[config.mk]
export PLATFORM = sky130hd
export DESIGN_NAME = bkl_pwm
export DESIGN_NICKNAME = d
export VERILOG_FILES = /design/src/rtl/bkl_pwm_pkg.sv /design/src/rtl/bkl_pwm_regs.sv /design/src/rtl/bkl_pwm_prescale.sv /design/src/rtl/bkl_pwm_core.sv /design/src/rtl/bkl_pwm.sv
export SDC_FILE = /design/constraint.sdc
export NUM_CORES = 1
export LEC_CHECK = 0
export CORE_ASPECT_RATIO = 0.8
export CORE_UTILIZATION = 45
export CTS_BUF_LIST = sky130_fd_sc_hd__clkbuf_8
export CTS_CLUSTER_SIZE = 28
export DETAILED_ROUTE_END_ITERATION = 8
export HOLD_SLACK_MARGIN = 0.05
export PLACE_DENSITY = 0.72
export SLEW_MARGIN = 25
export SYNTH_ARGS = -nofsm -noshare
export SYNTH_HDL_FRONTEND = slang
export SYNTH_SLANG_ARGS = --single-unit
export TNS_END_PERCENT = 10
[constraint.sdc]
create_clock -name clk -period 3.5 [get_ports clk]
set_clock_uncertainty 0.2 [all_clocks]
set_input_delay 0.7 -clock clk [delete_from_list [all_inputs] [get_ports clk]]
set_output_delay 0.7 -clock clk [all_outputs]
set_load 0.03 [all_outputs]
[src/rtl/bkl_pwm_pkg.sv]
package bkl_pwm_pkg;
   // Field positions inside the configuration word (software visible)
   localparam int unsigned CODE_LSB = 0;
   localparam int unsigned POL_BIT  = 4;
   localparam int unsigned CMP_LSB  = 8;
   // Bit that carries the request / status in the strobe and status words
   localparam int unsigned RUN_BIT  = 0;

   typedef enum logic [1:0] {
      RA_CFG   = 2'd0,
      RA_START = 2'd1,
      RA_STOP  = 2'd2,
      RA_STAT  = 2'd3
   } reg_addr_e;
endpackage

[src/rtl/bkl_pwm_regs.sv]
module bkl_pwm_regs
   import bkl_pwm_pkg::*;
#(
   parameter int unsigned DATA_W = 16,
   parameter int unsigned CNT_W  = 8,
   parameter int unsigned PS_W   = 3,
   parameter int unsigned PS_MAX = 6
) (
   input  logic              clk,
   input  logic              rst_n,
   input  logic              wr,
   input  logic [1:0]        addr,
   input  logic [DATA_W-1:0] wdata,
   input  logic              run_i,
   output logic [CNT_W-1:0]  cfg_cmp,
   output logic              cfg_pol,
   output logic [PS_W-1:0]   cfg_code,
   output logic              start_req,
   output logic              stop_req,
   output logic [DATA_W-1:0] rdata
);
   reg_addr_e          sel;
   logic [CNT_W-1:0]   w_cmp;
   logic               w_pol;
   logic [PS_W-1:0]    w_code;
   logic               code_ok;
   logic               wdata_unused;

   assign sel          = reg_addr_e'(addr);
   assign w_cmp        = wdata[CMP_LSB +: CNT_W];
   assign w_pol        = wdata[POL_BIT];
   assign w_code       = wdata[CODE_LSB +: PS_W];
   assign code_ok      = (w_code <= PS_W'(PS_MAX));
   assign wdata_unused = ^wdata;

   // Configuration store: a write with an out-of-range code is dropped whole
   always_ff @(posedge clk or negedge rst_n) begin
      if (!rst_n) begin
         cfg_cmp  <= '0;
         cfg_pol  <= 1'b0;
         cfg_code <= '0;
      end else if (wr && sel == RA_CFG && code_ok) begin
         cfg_cmp  <= w_cmp;
         cfg_pol  <= w_pol;
         cfg_code <= w_code;
      end
   end

   assign start_req = wr && (sel == RA_START) && wdata[RUN_BIT];
   assign stop_req  = wr && (sel == RA_STOP)  && wdata[RUN_BIT];

   always_comb begin
      rdata = '0;
      case (sel)
         RA_CFG: begin
            rdata[CMP_LSB +: CNT_W] = cfg_cmp;
            rdata[POL_BIT]          = cfg_pol;
            rdata[CODE_LSB +: PS_W] = cfg_code;
         end
         RA_STAT: rdata[RUN_BIT] = run_i;
         default: rdata = '0;
      endcase
   end
endmodule

[src/rtl/bkl_pwm_prescale.sv]
module bkl_pwm_prescale #(
   parameter int unsigned PS_W   = 3,
   parameter int unsigned PS_MAX = 6
) (
   input  logic            clk,
   input  logic            rst_n,
   input  logic            slow_tick,
   input  logic            sys_tick,
   input  logic            src_sel,
   input  logic            active,
   input  logic [PS_W-1:0] code,
   output logic            pres_tick
);
   logic src_tick;
   assign src_tick = src_sel ? sys_tick : slow_tick;

   generate
      if (PS_MAX == 0) begin : g_direct
         logic code_unused;
         logic active_unused;
         assign code_unused   = ^code;
         assign active_unused = active ^ clk ^ rst_n;
         assign pres_tick     = src_tick;
      end else begin : g_div
         localparam int unsigned DIV_W = PS_MAX;
         logic [DIV_W-1:0] div_q;
         logic [DIV_W:0]   one_sh;
         logic [DIV_W-1:0] lim;

         // lim = 2^code - 1; the divider restarts after every output tick
         assign one_sh    = (DIV_W+1)'(1) << code;
         assign lim       = one_sh[DIV_W-1:0] - DIV_W'(1);
         assign pres_tick = active && src_tick && (div_q == lim);

         always_ff @(posedge clk or negedge rst_n) begin
            if (!rst_n)                div_q <= '0;
            else if (!active)          div_q <= '0;
            else if (pres_tick)        div_q <= '0;
            else if (src_tick)         div_q <= div_q + DIV_W'(1);
         end
      end
   endgenerate
endmodule

[src/rtl/bkl_pwm_core.sv]
module bkl_pwm_core #(
   parameter int unsigned CNT_W = 8,
   parameter int unsigned PS_W  = 3
) (
   input  logic             clk,
   input  logic             rst_n,
   input  logic             pres_tick,
   input  logic             start_req,
   input  logic             stop_req,
   input  logic [CNT_W-1:0] cfg_cmp,
   input  logic             cfg_pol,
   input  logic [PS_W-1:0]  cfg_code,
   output logic             running,
   output logic             armed,
   output logic [CNT_W-1:0] cnt,
   output logic [CNT_W-1:0] act_cmp,
   output logic             act_pol,
   output logic [PS_W-1:0]  act_code,
   output logic             pwm_out
);
   localparam logic [CNT_W-1:0] LAST = '1;

   logic stop_pend;
   logic wrap;
   logic start;

   assign wrap  = running && pres_tick && (cnt == LAST);
   assign start = armed && !running && pres_tick;

   // Request bookkeeping: arming before the first tick, stop held to the boundary
   always_ff @(posedge clk or negedge rst_n) begin
      if (!rst_n) begin
         armed     <= 1'b0;
         stop_pend <= 1'b0;
         running   <= 1'b0;
      end else begin
         if (start)                       armed <= 1'b0;
         else if (stop_req)               armed <= 1'b0;
         else if (start_req && !running)  armed <= 1'b1;

         if (wrap && stop_pend)           stop_pend <= 1'b0;
         else if (start_req)              stop_pend <= 1'b0;
         else if (stop_req && running)    stop_pend <= 1'b1;

         if (start)                       running <= 1'b1;
         else if (wrap && stop_pend)      running <= 1'b0;
      end
   end

   // Step counter, parked at zero while stopped
   always_ff @(posedge clk or negedge rst_n) begin
      if (!rst_n)              cnt <= '0;
      else if (!running)       cnt <= '0;
      else if (pres_tick)      cnt <= cnt + CNT_W'(1);
   end

   // Working copy of the configuration: follows the store while stopped,
   // otherwise reloads only on the period boundary
   always_ff @(posedge clk or negedge rst_n) begin
      if (!rst_n) begin
         act_cmp  <= '0;
         act_pol  <= 1'b0;
         act_code <= '0;
      end else if (!running || wrap) begin
         act_cmp  <= cfg_cmp;
         act_pol  <= cfg_pol;
         act_code <= cfg_code;
      end
   end

   assign pwm_out = (running && (cnt < act_cmp)) ? act_pol : !act_pol;
endmodule

[src/rtl/bkl_pwm.sv]
module bkl_pwm
   import bkl_pwm_pkg::*;
#(
   parameter int unsigned DATA_W = 16,
   parameter int unsigned CNT_W  = 8,
   parameter int unsigned PS_W   = 3,
   parameter int unsigned PS_MAX = 6
) (
   input  logic              clk,
   input  logic              rst_n,
   input  logic              slow_tick,
   input  logic              sys_tick,
   input  logic              src_sel,
   input  logic              reg_wr,
   input  logic [1:0]        reg_addr,
   input  logic [DATA_W-1:0] reg_wdata,
   output logic [DATA_W-1:0] reg_rdata,
   output logic              pwm_out
);
   generate
      if (CNT_W < 1 || CMP_LSB + CNT_W > DATA_W) begin : g_bad_cnt
         $error("bkl_pwm: compare field does not fit the data word");
      end
      if (PS_W < 1 || CODE_LSB + PS_W > POL_BIT) begin : g_bad_psw
         $error("bkl_pwm: prescaler field overlaps the polarity bit");
      end
      if (PS_MAX > (1 << PS_W) - 1) begin : g_bad_psmax
         $error("bkl_pwm: PS_MAX is not encodable in PS_W bits");
      end
   endgenerate

   logic [CNT_W-1:0] cfg_cmp;
   logic             cfg_pol;
   logic [PS_W-1:0]  cfg_code;
   logic             start_req;
   logic             stop_req;
   logic             run_w;
   logic             armed_w;
   logic             pres_tick_w;
   logic [CNT_W-1:0] cnt_w;
   logic [CNT_W-1:0] act_cmp_w;
   logic             act_pol_w;
   logic [PS_W-1:0]  act_code_w;

   bkl_pwm_regs #(
      .DATA_W (DATA_W),
      .CNT_W  (CNT_W),
      .PS_W   (PS_W),
      .PS_MAX (PS_MAX)
   ) u_regs (
      .clk       (clk),
      .rst_n     (rst_n),
      .wr        (reg_wr),
      .addr      (reg_addr),
      .wdata     (reg_wdata),
      .run_i     (run_w),
      .cfg_cmp   (cfg_cmp),
      .cfg_pol   (cfg_pol),
      .cfg_code  (cfg_code),
      .start_req (start_req),
      .stop_req  (stop_req),
      .rdata     (reg_rdata)
   );

   bkl_pwm_prescale #(
      .PS_W   (PS_W),
      .PS_MAX (PS_MAX)
   ) u_pre (
      .clk       (clk),
      .rst_n     (rst_n),
      .slow_tick (slow_tick),
      .sys_tick  (sys_tick),
      .src_sel   (src_sel),
      .active    (armed_w || run_w),
      .code      (act_code_w),
      .pres_tick (pres_tick_w)
   );

   bkl_pwm_core #(
      .CNT_W (CNT_W),
      .PS_W  (PS_W)
   ) u_core (
      .clk       (clk),
      .rst_n     (rst_n),
      .pres_tick (pres_tick_w),
      .start_req (start_req),
      .stop_req  (stop_req),
      .cfg_cmp   (cfg_cmp),
      .cfg_pol   (cfg_pol),
      .cfg_code  (cfg_code),
      .running   (run_w),
      .armed     (armed_w),
      .cnt       (cnt_w),
      .act_cmp   (act_cmp_w),
      .act_pol   (act_pol_w),
      .act_code  (act_code_w),
      .pwm_out   (pwm_out)
   );
endmodule

# Yosys cells after proc, flatten, opt, wreduce, memory -nomap -nowiden
# Index checks and enable logic that the tools add are counted.
dict set report word_totals {
  word_cells 67
  register_bits 41
}
dict set report op_classes {
  mux 19
  add_sub_neg 3
  n_lt_le_gt_ge 2
  n_eq_ne 7
  n_shift 1
  n_reduce_logical 24
}
# op count
set ops {}
lappend ops {{$mux W8} 3}
lappend ops {{$mux W6} 3}
lappend ops {{$logic_and A1 B1 Y1} 16}
lappend ops {{$mux W1} 11}
lappend ops {{$add A8 B1 Y8 const B} 1}
lappend ops {{$eq A8 B8 Y1 const B} 1}
lappend ops {{$lt A8 B8 Y1} 1}
lappend ops {{$add A6 B1 Y6 const B} 1}
lappend ops {{$eq A6 B6 Y1} 1}
lappend ops {{$reduce_bool A3 Y1} 2}
lappend ops {{$shl A1 B3 Y6 const A} 1}
lappend ops {{$sub A6 B1 Y6 const B} 1}
lappend ops {{$eq A2 B2 Y1 const B} 2}
lappend ops {{$le A3 B3 Y1 const B} 1}
lappend ops {{$ne A3 B2 Y1 const B} 1}
lappend ops {{$eq A2 B1 Y1 const B} 1}
lappend ops {{$logic_not A1 Y1} 2}
lappend ops {{$logic_not A2 Y1} 1}
lappend ops {{$logic_or A1 B1 Y1} 2}
lappend ops {{$mux W2} 1}
lappend ops {{$ne A2 B1 Y1 const B} 1}
lappend ops {{$pmux W1 S2} 1}
lappend ops {{$reduce_bool A2 Y1} 1}

# Depth between registers and ports, before layout
# Gate-level depths: netlist (run 1).
dict set report logic_depth {
  word_depth 9
  depth_mapped 8
  mapped_depth_nobuf 7
}

# By module
# Synthesis (run 1) repeated with hierarchy kept, for this count alone.
dict set report unflattened {
  hier_cells 210
  hier_area_um2 2374.8
}
# module seq_area_each_um2 cells_per_inst instances area_each_um2
set by_module_without_submodules {}
lappend by_module_without_submodules {bkl_pwm_core 575.6 101 1 1248.7}
lappend by_module_without_submodules {bkl_pwm_regs 300.3 55 1 658.1}
lappend by_module_without_submodules {bkl_pwm_prescale 150.1 53 1 461.7}
lappend by_module_without_submodules {bkl_pwm 0.0 1 1 6.3}

# Worst setup path before layout (run 1)
# OpenSTA, ideal clock, no wires.
dict set report synth_path {
  path_kind {flip-flop to output port}
  startpoint {register u_core.cnt[4]}
  endpoint {output pwm_out}
  t_arrival_ns 1.837
  setup_slack_ns 0.763
  path_stages_with_launch 7
  path_cell_list {dfrtp_1 ha_1 a21oi_1 nor2b_1 o21ai_0 o211ai_1 nor3_1}
}
dict set report synth_via {
  elab_chain_len 3
}
# element line
set synth_rtl {}
lappend synth_rtl {{from (decl)} bkl_pwm_core.sv:15} ;# output logic [CNT_W-1:0] cnt,
lappend synth_rtl {{from (signal assigned)} bkl_pwm_core.sv:54} ;# else if (pres_tick) cnt <= cnt + CNT_W'(1);
lappend synth_rtl {{$lt A8 B8 Y1} bkl_pwm_core.sv:71} ;# assign pwm_out = (running && (cnt < act_cmp)) ? act_pol : !act_pol;
lappend synth_rtl {{$logic_and A1 B1 Y1} bkl_pwm_core.sv:71}
lappend synth_rtl {{$mux W1} bkl_pwm_core.sv:71}
lappend synth_rtl {{to (decl)} bkl_pwm.sv:18} ;# output logic pwm_out
# No other way between the ends.

# Worst setup path in the final report (run 1)
dict set report layout_path {
  startpoint {input reg_addr[0]}
  endpoint {output reg_rdata[8]}
}
dict set report layout_via {
  elab_chain_len 2
}
# element line
set layout_rtl {}
lappend layout_rtl {{from (decl)} bkl_pwm.sv:15} ;# input logic [1:0] reg_addr,
lappend layout_rtl {{$logic_not A2 Y1} bkl_pwm_regs.sv:54} ;# case (sel)
lappend layout_rtl {{$mux W8} bkl_pwm_regs.sv:54}
lappend layout_rtl {{to (decl)} bkl_pwm.sv:17} ;# output logic [DATA_W-1:0] reg_rdata,
# No other way between the ends.

==> flow_summary.yaml, run 1 <==
synthesis:
  synth-xor-area-share_pct: 0.745
  synth_edf_count: 0
  synth.yosys.seq_area_share_pct: 43.7
  yosys_warnings: 0
  synth_area_per_cell_um2: 10.2
  muxShareOfSynthArea_pct: 11.9
  synth-simple-area-share_pct: 17.3
  synthArstFlopShare_pct: 100
  synth.ff_latch_count: 41
  synth_fa_ha_area_share_pct: 6.92
  synth.largest_area_cell: "dfrtp_1"
  syn_area_um2: 2350
  netlist-cell-type-count: 47
  synth_top_family_by_area: "simple AND/OR/NAND/NOR gates"
  yosys_most_used_dff: "dfrtp_1"
  synth_compound_area_share_pct: 14.2
  synth.area.top_cells: "dfrtp_1 44%, mux2_2 11%, ha_1 6.9%, a21oi_1 3.0%, and2_1 2.9%"
  synth_top_area_share_pct: 43.7
  syn_inst: 230
routing:
  wl_per_cell_um: 14.7
  finalWirelength_mm: 4.82
  dr.first_iter.drc_count: 80
  antenna_left: 0
  avgViaCountPerCell: 5.77
  drt-pass1-iter-count: 4
  via_count: 1887
  route.detailed.drc: 0
cts:
  cts_hold_buf: 0
  cts_tree: "done"
  cts_root_buf: "clkbuf_8"
  cts_htree_levels: 2
  clk_latency_ns: 0.29
  path_clk_slew_ns: 0.08
  clock-sinks: 41
  cts_inserted_buffers: 5
  clk_path_buf_depth: 2
worst_setup_path:
  path_max_fanout: 12
  startpoint_type: "input pin"
  rr_endpoint: "u_core.cnt[3]"
  critPathKind: "input pin to primary output"
  cp-endpoint: "reg_rdata[8]"
  r2r_slack_ns: 0.96
  worstPathRequired_ns: 2.60
  rr_worst_depth: 6
  r2r_start: "u_pre.g_div.div_q[4]"
  crit_path_end_kind: "primary output"
  critPathLaunch: "reg_addr[0]"
  cp.arrival_ns: 2.42
pwr:
  p_total_mw: 1.43
  leakagePower_nw: 1.25
  p_per_area_nw_per_um2: 501
  ir_drop_v: 0.000283
placed_design:
  dp_cells: 319
  port_buffers: 32
  dpl_cell_area_um2: 2740
  dp_hpwl_mm: 3.37
  finalWeightedCongestion: 0.797
layout:
  areaGrowthSynthToFinish_pct: 21.9
  multi_input_area_um2: 1220
  drive_above_1_share_pct: 15.1
  layout.nets: 302
  fillers: 466
  seqCellArea_um2: 1030
  final_cells: 327
  final_area_um2: 2860
  diodes: 0
timing:
  rsz0062_at_grt: "no"
  finalCritPeriodShare_pct: 94.9
  fmax_mhz: 301
  fin_crit_ns: 3.32
  setup_violations: 0
  finalHoldViolCount: 0
  drv_slew: 0
  finalSetupTns_ns: 0
grt:
  antenna_found_initial: 0
  grt_start_max_net_pins: 42
  grt_pass1_vias: 1740
  grtUsageTotal_pct: 19.6
  grt_pass1_wl_mm: 8.20
  overflow: 0
floorplanning:
  chipWidth_um: 82.8
  num_rows: 23
  die_h_um: 66.6
  ios: 41
  start_util_pct: 46.9
  die_area_um2: 5520
  coreArea_um2: 5010
job:
  maxCapViolCount: 0
status:
  outcome: "finished clean"
min_path:
  hp-class: "input pin to asynchronous set/reset pin"
## what timing repair did
item,CTS,global route
resized for setup,0,1
endpoints found under the setup margin,0,1
buffers inserted,0,0
## cell usage in the layout, fill, tap and decap left out, types with 2 or more instances in the layout
cell type and n:
conb_1 4, nor3_1 6, clkbuf_8 5, buf_4 4
mux2_2 22, clkdlybuf4s50_1 30, and2_1 11, dfrtp_1 41
o31ai_1 7, o21ai_0 9, a31oi_1 4, ha_1 13
nand2_1 8, nand4_1 3, mux2i_1 2, and3_1 4
o211ai_1 2, a21oi_1 14, nor2_1 8, buf_12 2
nand2b_1 4, or4_1 8, inv_1 13, nand3_1 13
or3_1 2
## worst min-delay path by stage
stage | slack, ns | startpoint | depth (start not counted) | end
2_1_floorplan | 0.20 | rst_n | 0 | u_core.act_cmp[0]
3_3_place_gp | 0.27 | u_core.act_cmp[4] | 1 | u_core.act_cmp[4]
3_5_place_dp | 0.29 | u_core.act_cmp[4] | 1 | u_core.act_cmp[4]
4_1_cts | 0.31 | u_core.act_cmp[4] | 1 | u_core.act_cmp[4]
5_1_grt | 0.08 | rst_n | 1 | u_core.cnt[2]
6_report | 0.07 | rst_n | 1 | u_core.cnt[2]
## layer usage
layer  vias up  routed length, um  GRT usage, %
li1        913                  -             -
met4         0                 22          4.53
met2        51               2170          30.5
met3         4                208          4.11
met5         -                  0             0
met1       919               2410          27.8
## per-stage QoR
stage	hold slack (ns)	util (%)	worst slack, ns
final	0.0720	57.2	0.178
after global routing	0.0820	57.2	0.0944
after CTS	0.306	56.7	0.114
after detailed placement	0.289	54.7	0.184
after global placement	0.270	54.7	0.189
after floorplan	0.204	-	0.763
## power breakdown
group / internal, mW / switching [mW] / leakage [nW]
clock network: 0.207 / 0.158 / 0.0540
registers: 0.539 / 0.0856 / 0.531
logic: 0.205 / 0.239 / 0.664
total: 0.951 / 0.482 / 1.25
## critical path, stage by stage
cell and delay, ns:
clkdlybuf4s50_1 0.45, inv_1 0.10, ha_1 0.23, buf_12 0.14
and2_1 0.13, clkdlybuf4s50_1 0.66
## Yosys cell counts (2+ instances only)
master and n:
dfrtp_1 41, mux2_2 22, a21oi_1 14, ha_1 13, inv_1 13, nand3_1 13
and2_1 11, o21ai_0 9, nand2_1 8, nor2_1 8, or4_1 8, o31ai_1 7
clkbuf_1 6, nor3_1 6, a31oi_1 4, and3_1 4, buf_4 4, nand2b_1 4
nand4_1 3, buf_2 2, mux2i_1 2, o211ai_1 2, or3_1 2
## area by class of cell
type | count | area share, %
clock buffers | 5 | 2.40
flip-flops and latches | 41 | 35.8
repair buffers | 38 | 13.5
multi-input cells | 166 | 42.6
well taps | 62 | 2.71
clock inverters | 2 | 1.22
inverters | 13 | 1.70
## state kept, by name (all words and copies together) (netlist names)
name / count
u_core.act_pol: 1
u_regs.cfg_cmp: 8
u_regs.cfg_pol: 1
u_regs.cfg_code: 3
u_pre.g_div.div_q: 6
u_core.stop_pend: 1
u_core.cnt: 8
u_core.act_cmp: 8
u_core.armed: 1
u_core.act_code: 3
u_core.running: 1
## logic make-up (layout without fill, tap and decap cells)
kind of cell,after synthesis,in the layout
xor+xnor,2,2
compound gates,50,50
fa+ha+maj,13,13
buf+inv,26,58
simple gates,72,72
mux,25,25
flops,41,41
other cells,1,4
(Power assumes the default switching activity.)
==> inputs of run 2 (changes only) <==
ABC_CLOCK_PERIOD_IN_PS = 3500   (was unset)
GPL_ROUTABILITY_DRIVEN = 0   (was unset)
==> results of run 2 <==
The final DEF is identical to that of run 1; final timing and power are the same.
